**config.mk**
```make
export PLATFORM = sky130hd
export DESIGN_NAME = sport_ctl
export DESIGN_NICKNAME = d
export VERILOG_FILES = /design/src/rtl/sport_pkg.sv /design/src/rtl/sport_baud.sv /design/src/rtl/sport_tx.sv /design/src/rtl/sport_rx.sv /design/src/rtl/sport_ctl.sv
export SDC_FILE = /design/constraint.sdc
export NUM_CORES = 1
export LEC_CHECK = 0
export BUFFER_PORTS_ARGS = -buffer_cell sky130_fd_sc_hd__buf_2
export CORE_ASPECT_RATIO = 0.5
export CORE_MARGIN = 2
export CORE_UTILIZATION = 63
export DETAILED_ROUTE_END_ITERATION = 7
export GPL_TIMING_DRIVEN = 0
export PLACE_DENSITY = 0.83
export SETUP_SLACK_MARGIN = 0.3
export SYNTH_ARGS = -nofsm -noshare
export SYNTH_HDL_FRONTEND = slang
export SYNTH_HIERARCHICAL = 1
export SYNTH_SLANG_ARGS = --single-unit
export TNS_END_PERCENT = 1
```
**constraint.sdc**
```tcl
create_clock -name clk -period 6.7 [get_ports clk]
set_clock_uncertainty 0.05 [all_clocks]
set_input_delay 0.335 -clock clk [delete_from_list [all_inputs] [get_ports clk]]
set_output_delay 0.335 -clock clk [all_outputs]
set_load 0.01 [all_outputs]
```
**src/rtl/sport_pkg.sv**
```systemverilog
package sport_pkg;
  localparam logic [7:0] CH_RESUME = 8'h11;
  localparam logic [7:0] CH_PAUSE  = 8'h13;

  localparam logic [1:0] A_CTL = 2'd0;
  localparam logic [1:0] A_TXB = 2'd1;
  localparam logic [1:0] A_RXB = 2'd2;

  typedef enum logic [1:0] {TX_IDLE, TX_START, TX_DATA, TX_STOP} tx_st_e;
  typedef enum logic [1:0] {RX_IDLE, RX_START, RX_DATA, RX_STOP} rx_st_e;

  // pin level -> logical active, given an active-low select
  function automatic logic pin_active(input logic pin, input logic act_low);
    return pin ^ act_low;
  endfunction

  // clocks from the start edge to the start bit's middle
  function automatic int unsigned half_bit(input int unsigned div);
    return (div / 2 > 0) ? div / 2 : 1;
  endfunction
endpackage

```
**src/rtl/sport_baud.sv**
```systemverilog
module sport_baud #(
  parameter int unsigned DIV = 16
) (
  input  logic clk,
  input  logic rst_n,
  input  logic run,
  output logic tick
);
  localparam int unsigned CW = (DIV > 1) ? $clog2(DIV) : 1;
  logic [CW-1:0] cnt;

  assign tick = run && (cnt == CW'(DIV - 1));

  always_ff @(posedge clk or negedge rst_n) begin
    if (!rst_n)         cnt <= '0;
    else if (!run || tick) cnt <= '0;
    else                cnt <= cnt + 1'b1;
  end
endmodule

```
**src/rtl/sport_tx.sv**
```systemverilog
module sport_tx
  import sport_pkg::*;
(
  input  logic       clk,
  input  logic       rst_n,
  input  logic       run,
  input  logic       tick,
  input  logic       go,
  input  logic [7:0] data,
  input  logic       two_stop,
  output logic       start,
  output logic       done,
  output logic       txd
);
  tx_st_e     st;
  logic [7:0] sh;
  logic [2:0] nbit;
  logic       extra;

  assign start = run && tick && (st == TX_IDLE) && go;
  assign done  = run && tick && (st == TX_STOP) && !extra;

  always_ff @(posedge clk or negedge rst_n) begin
    if (!rst_n) begin
      st <= TX_IDLE; sh <= '0; nbit <= '0; extra <= 1'b0; txd <= 1'b1;
    end else if (!run) begin
      st <= TX_IDLE; nbit <= '0; extra <= 1'b0; txd <= 1'b1;
    end else if (tick) begin
      unique case (st)
        TX_IDLE: if (go) begin
          st <= TX_START; sh <= data; extra <= two_stop; txd <= 1'b0;
        end
        TX_START: begin
          txd <= sh[0]; sh <= sh >> 1; nbit <= '0; st <= TX_DATA;
        end
        TX_DATA: begin
          if (nbit == 3'd7) begin
            txd <= 1'b1; st <= TX_STOP;
          end else begin
            txd <= sh[0]; sh <= sh >> 1; nbit <= nbit + 1'b1;
          end
        end
        TX_STOP: begin
          if (extra) extra <= 1'b0;
          else       st <= TX_IDLE;
        end
      endcase
    end
  end

  // the line is high whenever no frame is in progress
  a_r3_idle_line_high: assert property (@(posedge clk) disable iff (!rst_n)
    (st == TX_IDLE) |-> txd);
endmodule

```
**src/rtl/sport_rx.sv**
```systemverilog
module sport_rx
  import sport_pkg::*;
#(
  parameter int unsigned DIV = 16
) (
  input  logic       clk,
  input  logic       rst_n,
  input  logic       run,
  input  logic       rxd,
  output logic       fin,
  output logic [7:0] data
);
  localparam int unsigned CW   = (DIV > 1) ? $clog2(DIV) : 1;
  localparam int unsigned HALF = half_bit(DIV);

  rx_st_e        st;
  logic [CW-1:0] cnt;
  logic [2:0]    nbit;
  logic [7:0]    sh;
  logic          mid;

  assign mid  = (cnt == '0);
  assign fin  = run && (st == RX_STOP) && mid && rxd;
  assign data = sh;

  always_ff @(posedge clk or negedge rst_n) begin
    if (!rst_n) begin
      st <= RX_IDLE; cnt <= '0; nbit <= '0; sh <= '0;
    end else if (!run) begin
      st <= RX_IDLE; cnt <= '0; nbit <= '0;
    end else begin
      unique case (st)
        RX_IDLE: if (!rxd) begin
          st <= RX_START; cnt <= CW'(HALF - 1);
        end
        RX_START: begin
          if (!mid)     cnt <= cnt - 1'b1;
          else if (!rxd) begin st <= RX_DATA; cnt <= CW'(DIV - 1); nbit <= '0; end
          else          st <= RX_IDLE;
        end
        RX_DATA: begin
          if (!mid) cnt <= cnt - 1'b1;
          else begin
            sh  <= {rxd, sh[7:1]};
            cnt <= CW'(DIV - 1);
            if (nbit == 3'd7) st <= RX_STOP;
            else              nbit <= nbit + 1'b1;
          end
        end
        RX_STOP: begin
          if (!mid) cnt <= cnt - 1'b1;
          else      st <= RX_IDLE;
        end
      endcase
    end
  end

  // a completed frame always leaves the receiver idle next cycle
  a_r4_back_to_idle: assert property (@(posedge clk) disable iff (!rst_n)
    fin |=> (st == RX_IDLE));
endmodule

```
**src/rtl/sport_ctl.sv**
```systemverilog
module sport_ctl
  import sport_pkg::*;
#(
  parameter int unsigned DIV = 16
) (
  input  logic        clk,
  input  logic        rst_n,
  input  logic        bus_wr,
  input  logic        bus_rd,
  input  logic [1:0]  bus_addr,
  input  logic [15:0] bus_wdata,
  output logic [15:0] bus_rdata,
  output logic        txd_o,
  input  logic        rxd_i,
  output logic        rts_o,
  input  logic        cts_i,
  output logic        irq_o
);
  // settings
  logic en, rts_low, cts_low, pause_en, hw_en, rx_ie, done_ie, one_stop, pkt_sel;
  // flags and data
  logic       paused, tx_done_f, rx_done_f, rx_rdy, rx_ovf, tx_pend;
  logic [7:0] tx_hold, rx_buf;
  logic [1:0] rx_sync, cts_sync;

  // internal events
  logic       wr_ctl, wr_txb, rd_rxb, tick, tx_start, tx_fin, rx_fin;
  logic [7:0] rx_byte;
  logic       cts_on, flow_ok, accept, ovf_ev;

  assign wr_ctl  = bus_wr && (bus_addr == A_CTL);
  assign wr_txb  = bus_wr && (bus_addr == A_TXB);
  assign rd_rxb  = bus_rd && (bus_addr == A_RXB);
  assign cts_on  = pin_active(cts_sync[1], cts_low);
  assign flow_ok = (!hw_en || cts_on) && !(pause_en && paused);
  assign accept  = rx_fin && (!rx_rdy || rd_rxb);
  assign ovf_ev  = rx_fin && rx_rdy && !rd_rxb;

  always_ff @(posedge clk or negedge rst_n) begin
    if (!rst_n) begin
      rx_sync <= 2'b11; cts_sync <= 2'b00;
    end else begin
      rx_sync <= {rx_sync[0], rxd_i}; cts_sync <= {cts_sync[0], cts_i};
    end
  end

  sport_baud #(.DIV(DIV)) u_baud (.clk(clk), .rst_n(rst_n), .run(en), .tick(tick));

  sport_tx u_tx (
    .clk(clk), .rst_n(rst_n), .run(en), .tick(tick), .go(tx_pend && flow_ok),
    .data(tx_hold), .two_stop(!one_stop), .start(tx_start), .done(tx_fin), .txd(txd_o)
  );

  sport_rx #(.DIV(DIV)) u_rx (
    .clk(clk), .rst_n(rst_n), .run(en), .rxd(rx_sync[1]), .fin(rx_fin), .data(rx_byte)
  );

  always_ff @(posedge clk or negedge rst_n) begin
    if (!rst_n) begin
      {en, rts_low, cts_low, pause_en, hw_en, rx_ie, done_ie, one_stop, pkt_sel} <= '0;
    end else if (wr_ctl) begin
      en <= bus_wdata[15]; rts_low <= bus_wdata[14]; cts_low <= bus_wdata[13];
      pause_en <= bus_wdata[11]; hw_en <= bus_wdata[10]; rx_ie <= bus_wdata[9];
      done_ie <= bus_wdata[8]; one_stop <= bus_wdata[5]; pkt_sel <= bus_wdata[3];
    end
  end

  always_ff @(posedge clk or negedge rst_n) begin
    if (!rst_n) begin
      tx_pend <= 1'b0; tx_hold <= '0;
    end else if (!en || tx_start) begin
      tx_pend <= 1'b0;
    end else if (wr_txb && !tx_pend) begin
      tx_pend <= 1'b1; tx_hold <= bus_wdata[7:0];
    end
  end

  always_ff @(posedge clk or negedge rst_n) begin
    if (!rst_n) begin
      tx_done_f <= 1'b0; rx_done_f <= 1'b0;
    end else begin
      if (tx_fin)                        tx_done_f <= 1'b1;
      else if (wr_ctl && bus_wdata[7])   tx_done_f <= 1'b0;
      if (rx_fin)                        rx_done_f <= 1'b1;
      else if (wr_ctl && bus_wdata[6])   rx_done_f <= 1'b0;
    end
  end

  always_ff @(posedge clk or negedge rst_n) begin
    if (!rst_n) begin
      rx_rdy <= 1'b0; rx_ovf <= 1'b0; rx_buf <= '0; paused <= 1'b0;
    end else begin
      if (accept) begin rx_rdy <= 1'b1; rx_buf <= rx_byte; end
      else if (rd_rxb) rx_rdy <= 1'b0;
      if (ovf_ev)      rx_ovf <= 1'b1;
      else if (rd_rxb) rx_ovf <= 1'b0;
      if (rx_fin && rx_byte == CH_PAUSE)       paused <= 1'b1;
      else if (rx_fin && rx_byte == CH_RESUME) paused <= 1'b0;
    end
  end

  assign rts_o = (en && !rx_rdy) ^ rts_low;
  assign irq_o = (rx_ie && rx_rdy) || (done_ie && (tx_done_f || rx_done_f));

  always_comb begin
    unique case (bus_addr)
      A_CTL:   bus_rdata = {en, rts_low, cts_low, paused, pause_en, hw_en, rx_ie, done_ie,
                            tx_done_f, rx_done_f, one_stop, en && !tx_pend, pkt_sel,
                            rx_ovf, 1'b0, rx_rdy};
      A_RXB:   bus_rdata = {8'h00, rx_buf};
      default: bus_rdata = 16'h0000;
    endcase
  end

  a_r2_quiet_when_off: assert property (@(posedge clk) disable iff (!rst_n)
    !en |=> txd_o);
  a_r7_cts_holds_start: assert property (@(posedge clk) disable iff (!rst_n)
    tx_start |-> (!hw_en || cts_on));
  a_r9_pause_holds_start: assert property (@(posedge clk) disable iff (!rst_n)
    tx_start |-> !(pause_en && paused));
  a_r5_overflow_keeps_old: assert property (@(posedge clk) disable iff (!rst_n)
    ovf_ev |=> ($stable(rx_buf) && rx_ovf));
  a_r6_w1c_clears: assert property (@(posedge clk) disable iff (!rst_n)
    (wr_ctl && bus_wdata[7] && !tx_fin) |=> !tx_done_f);
  a_r8_rts_off_when_full: assert property (@(posedge clk) disable iff (!rst_n)
    rx_rdy |-> (rts_o == rts_low));
endmodule

```
==> impl_metrics.py <==
metrics = {
    "outcome": {
        "outcome": "finished clean",
    },
    "floorplanning": {
        "dieArea_sq_mm": 0.00651,
        "die_h_um": 58.1,
        "die_w_um": 112,
        "core_sq_mm": 0.00556,
        "rows": 19,
        "start_util_pct": 66.2,
        "ios": 43,
    },
    "grt": {
        "antenna_found_initial": 0,
        "grt_overflow_total": 0,
        "track_usage_pct": 24.1,
        "grt_max_degree": 72,
        "grt_pass1_vias": 2535,
        "grt_first_pass_wirelength_um": 12100,
    },
    "timing": {
        "post-route-period-util_pct": 40.6,
        "setup_viol": 0,
        "hold_viol": 0,
        "slew_violations": 0,
        "period_minus_slack_ns": 2.72,
        "slew_headroom_pct": 40.9,
        "rsz0062_at_grt": "no",
        "fin_ws_ns": 3.98,
        "max_freq_mhz": 368,
        "worst_slew_pin_slew_ns": 0.887,
        "fin_tns_setup_ns": 0,
    },
    "clock_network": {
        "holdBufCountCts": 0,
        "clkLatencyLatePin_ns": 0.32,
        "clkTransAtPathRegs_ns": 0.05,
        "post-cts-setup-buffers": 0,
        "cts_buffers": 9,
        "clock_tree.htree_level_count": 3,
        "ctsResizeCount": 0,
        "cts_tree": "yes",
        "cts_sinks": 71,
        "clockBufferDepth": 2,
        "clockRootBuffer": "clkbuf_16",
    },
    "synth": {
        "syn_area_sq_mm": 0.00368,
        "synth_warnings": 6,
        "synth_top_cell_area_share_pct": 46.2,
        "synthTopCellsByArea": "dfrtp_1, mux2_2, ha_1",
        "synthCells": 305,
        "synth-async-reset-ratio_pct": 100,
        "ys_ff_latch": 71,
        "synth-main-ff-cell": "dfrtp_1",
        "synth_fp_nets": 346,
        "post-synth-top-area-cell": "dfrtp_1",
        "avgSynthCellArea_sq_um": 12.1,
        "synth_edf_count": 0,
        "seq_area_frac_synth_pct": 48.3,
        "synth_cell_type_count": 64,
    },
    "place": {
        "port_buffers": 41,
        "hpwl_um": 5010,
        "place_ws_ns": 4.02,
        "place_area_sq_mm": 0.00398,
        "place.gp.congestion": 0.859,
    },
    "cells_and_area": {
        "final_common_cell": "dfrtp_1",
        "drive_gt1_share_pct": 34.5,
        "fin_nets": 398,
        "mostFrequentLayoutCells": "dfrtp_1, buf_2, mux2_2",
        "areaGrowthSynthToFinish_pct": 15.5,
        "antennaDiodeCount": 0,
        "final_area_sq_mm": 0.00426,
    },
    "worst_setup_path": {
        "worstSetupStartpointType": "flop",
        "cp.arrival_ns": 2.87,
        "critPathRequiredTime_ns": 6.85,
        "worstSetupEndpointType": "flop",
        "crit_type": "reg2reg",
        "cp_max_fo": 8,
        "r2r_slack_ns": 3.98,
    },
    "power": {
        "p_leak_nw": 2.15,
        "powerDensity_mw_per_mm2": 286,
        "p_total_mw": 1.22,
        "peakVddDrop_mv": 0.222,
    },
    "route": {
        "wl_per_cell_um": 16.5,
        "vias": 2490,
        "drt-initial-drc-count": 106,
        "finalWirelength_um": 7180,
        "drtAntennaViolNets": 0,
        "drc": 0,
        "drt-pass1-iter-count": 4,
        "via_per_inst": 5.72,
    },
    "min_path": {
        "hp-class": "in2reg",
    },
    "run": {
        "maxCapViolations": 0,
    },
}
path summary, 6_finish.rpt:
| check | cells after the start | to | startpoint |
|---|---|---|---|
| worst max-delay path | 6 | rx_buf[5] | u_rx/cnt[0] |
| worst min-delay path | 1 | rx_sync[0] | rxd_i |
| worst max register to register | 6 | rx_buf[5] | u_rx/cnt[0] |
| worst min register to register | 0 | cts_sync[1] | cts_sync[0] |
| max in group asynchronous | 1 | tx_hold[7] | rst_n |
| min in group asynchronous | 1 | u_rx/st[0] | rst_n |
logic make-up (layout without fill, tap and decap cells):
kind of cell             after synthesis  count (layout)  synth area share [%]
flip-flops                            71              71                  48.3
buffers and inverters                 19              76                  2.55
XOR/XNOR                               4               4                 0.951
adder cells (fa/ha/maj)               17              17                  5.77
multiplexers                          57              57                  18.0
AO/OA/AOI/OAI                         45              45                  9.38
AND/OR/NAND/NOR                       92              92                  15.0
registers in the layout (all words and copies together), names as in the netlist, 2 cells and up:
signal	cells
u_baud/cnt	4
u_tx/st	2
cts_sync	2
rx_sync	2
u_tx/sh	8
u_rx/data	8
u_rx/nbit	3
u_tx/nbit	3
rx_buf	8
tx_hold	8
u_rx/cnt	4
u_rx/st	2
synth_stat cells (3+ instances only):
master	number
a21oi_1	5
nand2b_1	3
o211a_1	3
o211ai_1	5
a21o_1	6
nor2b_1	3
nand2_1	28
o21ai_0	4
xnor2_1	4
mux2_4	9
mux2i_1	9
ha_1	17
inv_1	10
dfrtp_1	68
and3_1	3
a31oi_1	3
nor3b_1	5
and2_1	9
mux2_2	38
dfstp_2	3
nor2_1	15
buf_2	3
a21boi_0	3
where the power goes:
part           switching [mW]  internal (mW)
logic                   0.122          0.138
registers              0.0451          0.479
clock network           0.164          0.271
metal layers:
layer / global-route usage, % / wire length, um / vias to the layer above
met3: 6.80 / 231 / 13
li1: - / - / 1191
met1: 28.2 / 3120 / 1245
met5: 0 / 0 / -
met2: 44.0 / 3730 / 41
met4: 7.84 / 102 / 0
critical path, cell delays in order (launching register included):
cell and delay, ns:
dfrtp_1 0.41, inv_1 0.12, ha_1 0.24, or4bb_1 0.51
nor2_1 0.39, a21boi_2 0.47, mux2_2 0.39
per-stage QoR:
| step | hold WS (ns) | util [%] | instances |
|---|---|---|---|
| finish | 0.0583 | 76.5 | 435 |
| CTS | 0.0519 | 76.5 | 435 |
| global placement | 0.288 | 71.5 | 419 |
| global route | 0.0495 | 76.5 | 435 |
| detailed placement | 0.294 | 71.6 | 419 |
| floorplan | -0.0106 | - | 305 |
final cells by class:
cell class                      instances  area [sq um]
Clock buffer                           15           268
Inverter                               10          37.5
Buffer                                  9          56.3
Fill cell                             366          1310
Clock inverter                          1          5.00
Timing Repair Buffer                   41           208
Tap cell                               73          91.3
Multi-Input combinational cell        215          1810
Sequential cell                        71          1780
No activity file was read; power rests on OpenSTA's default activity.
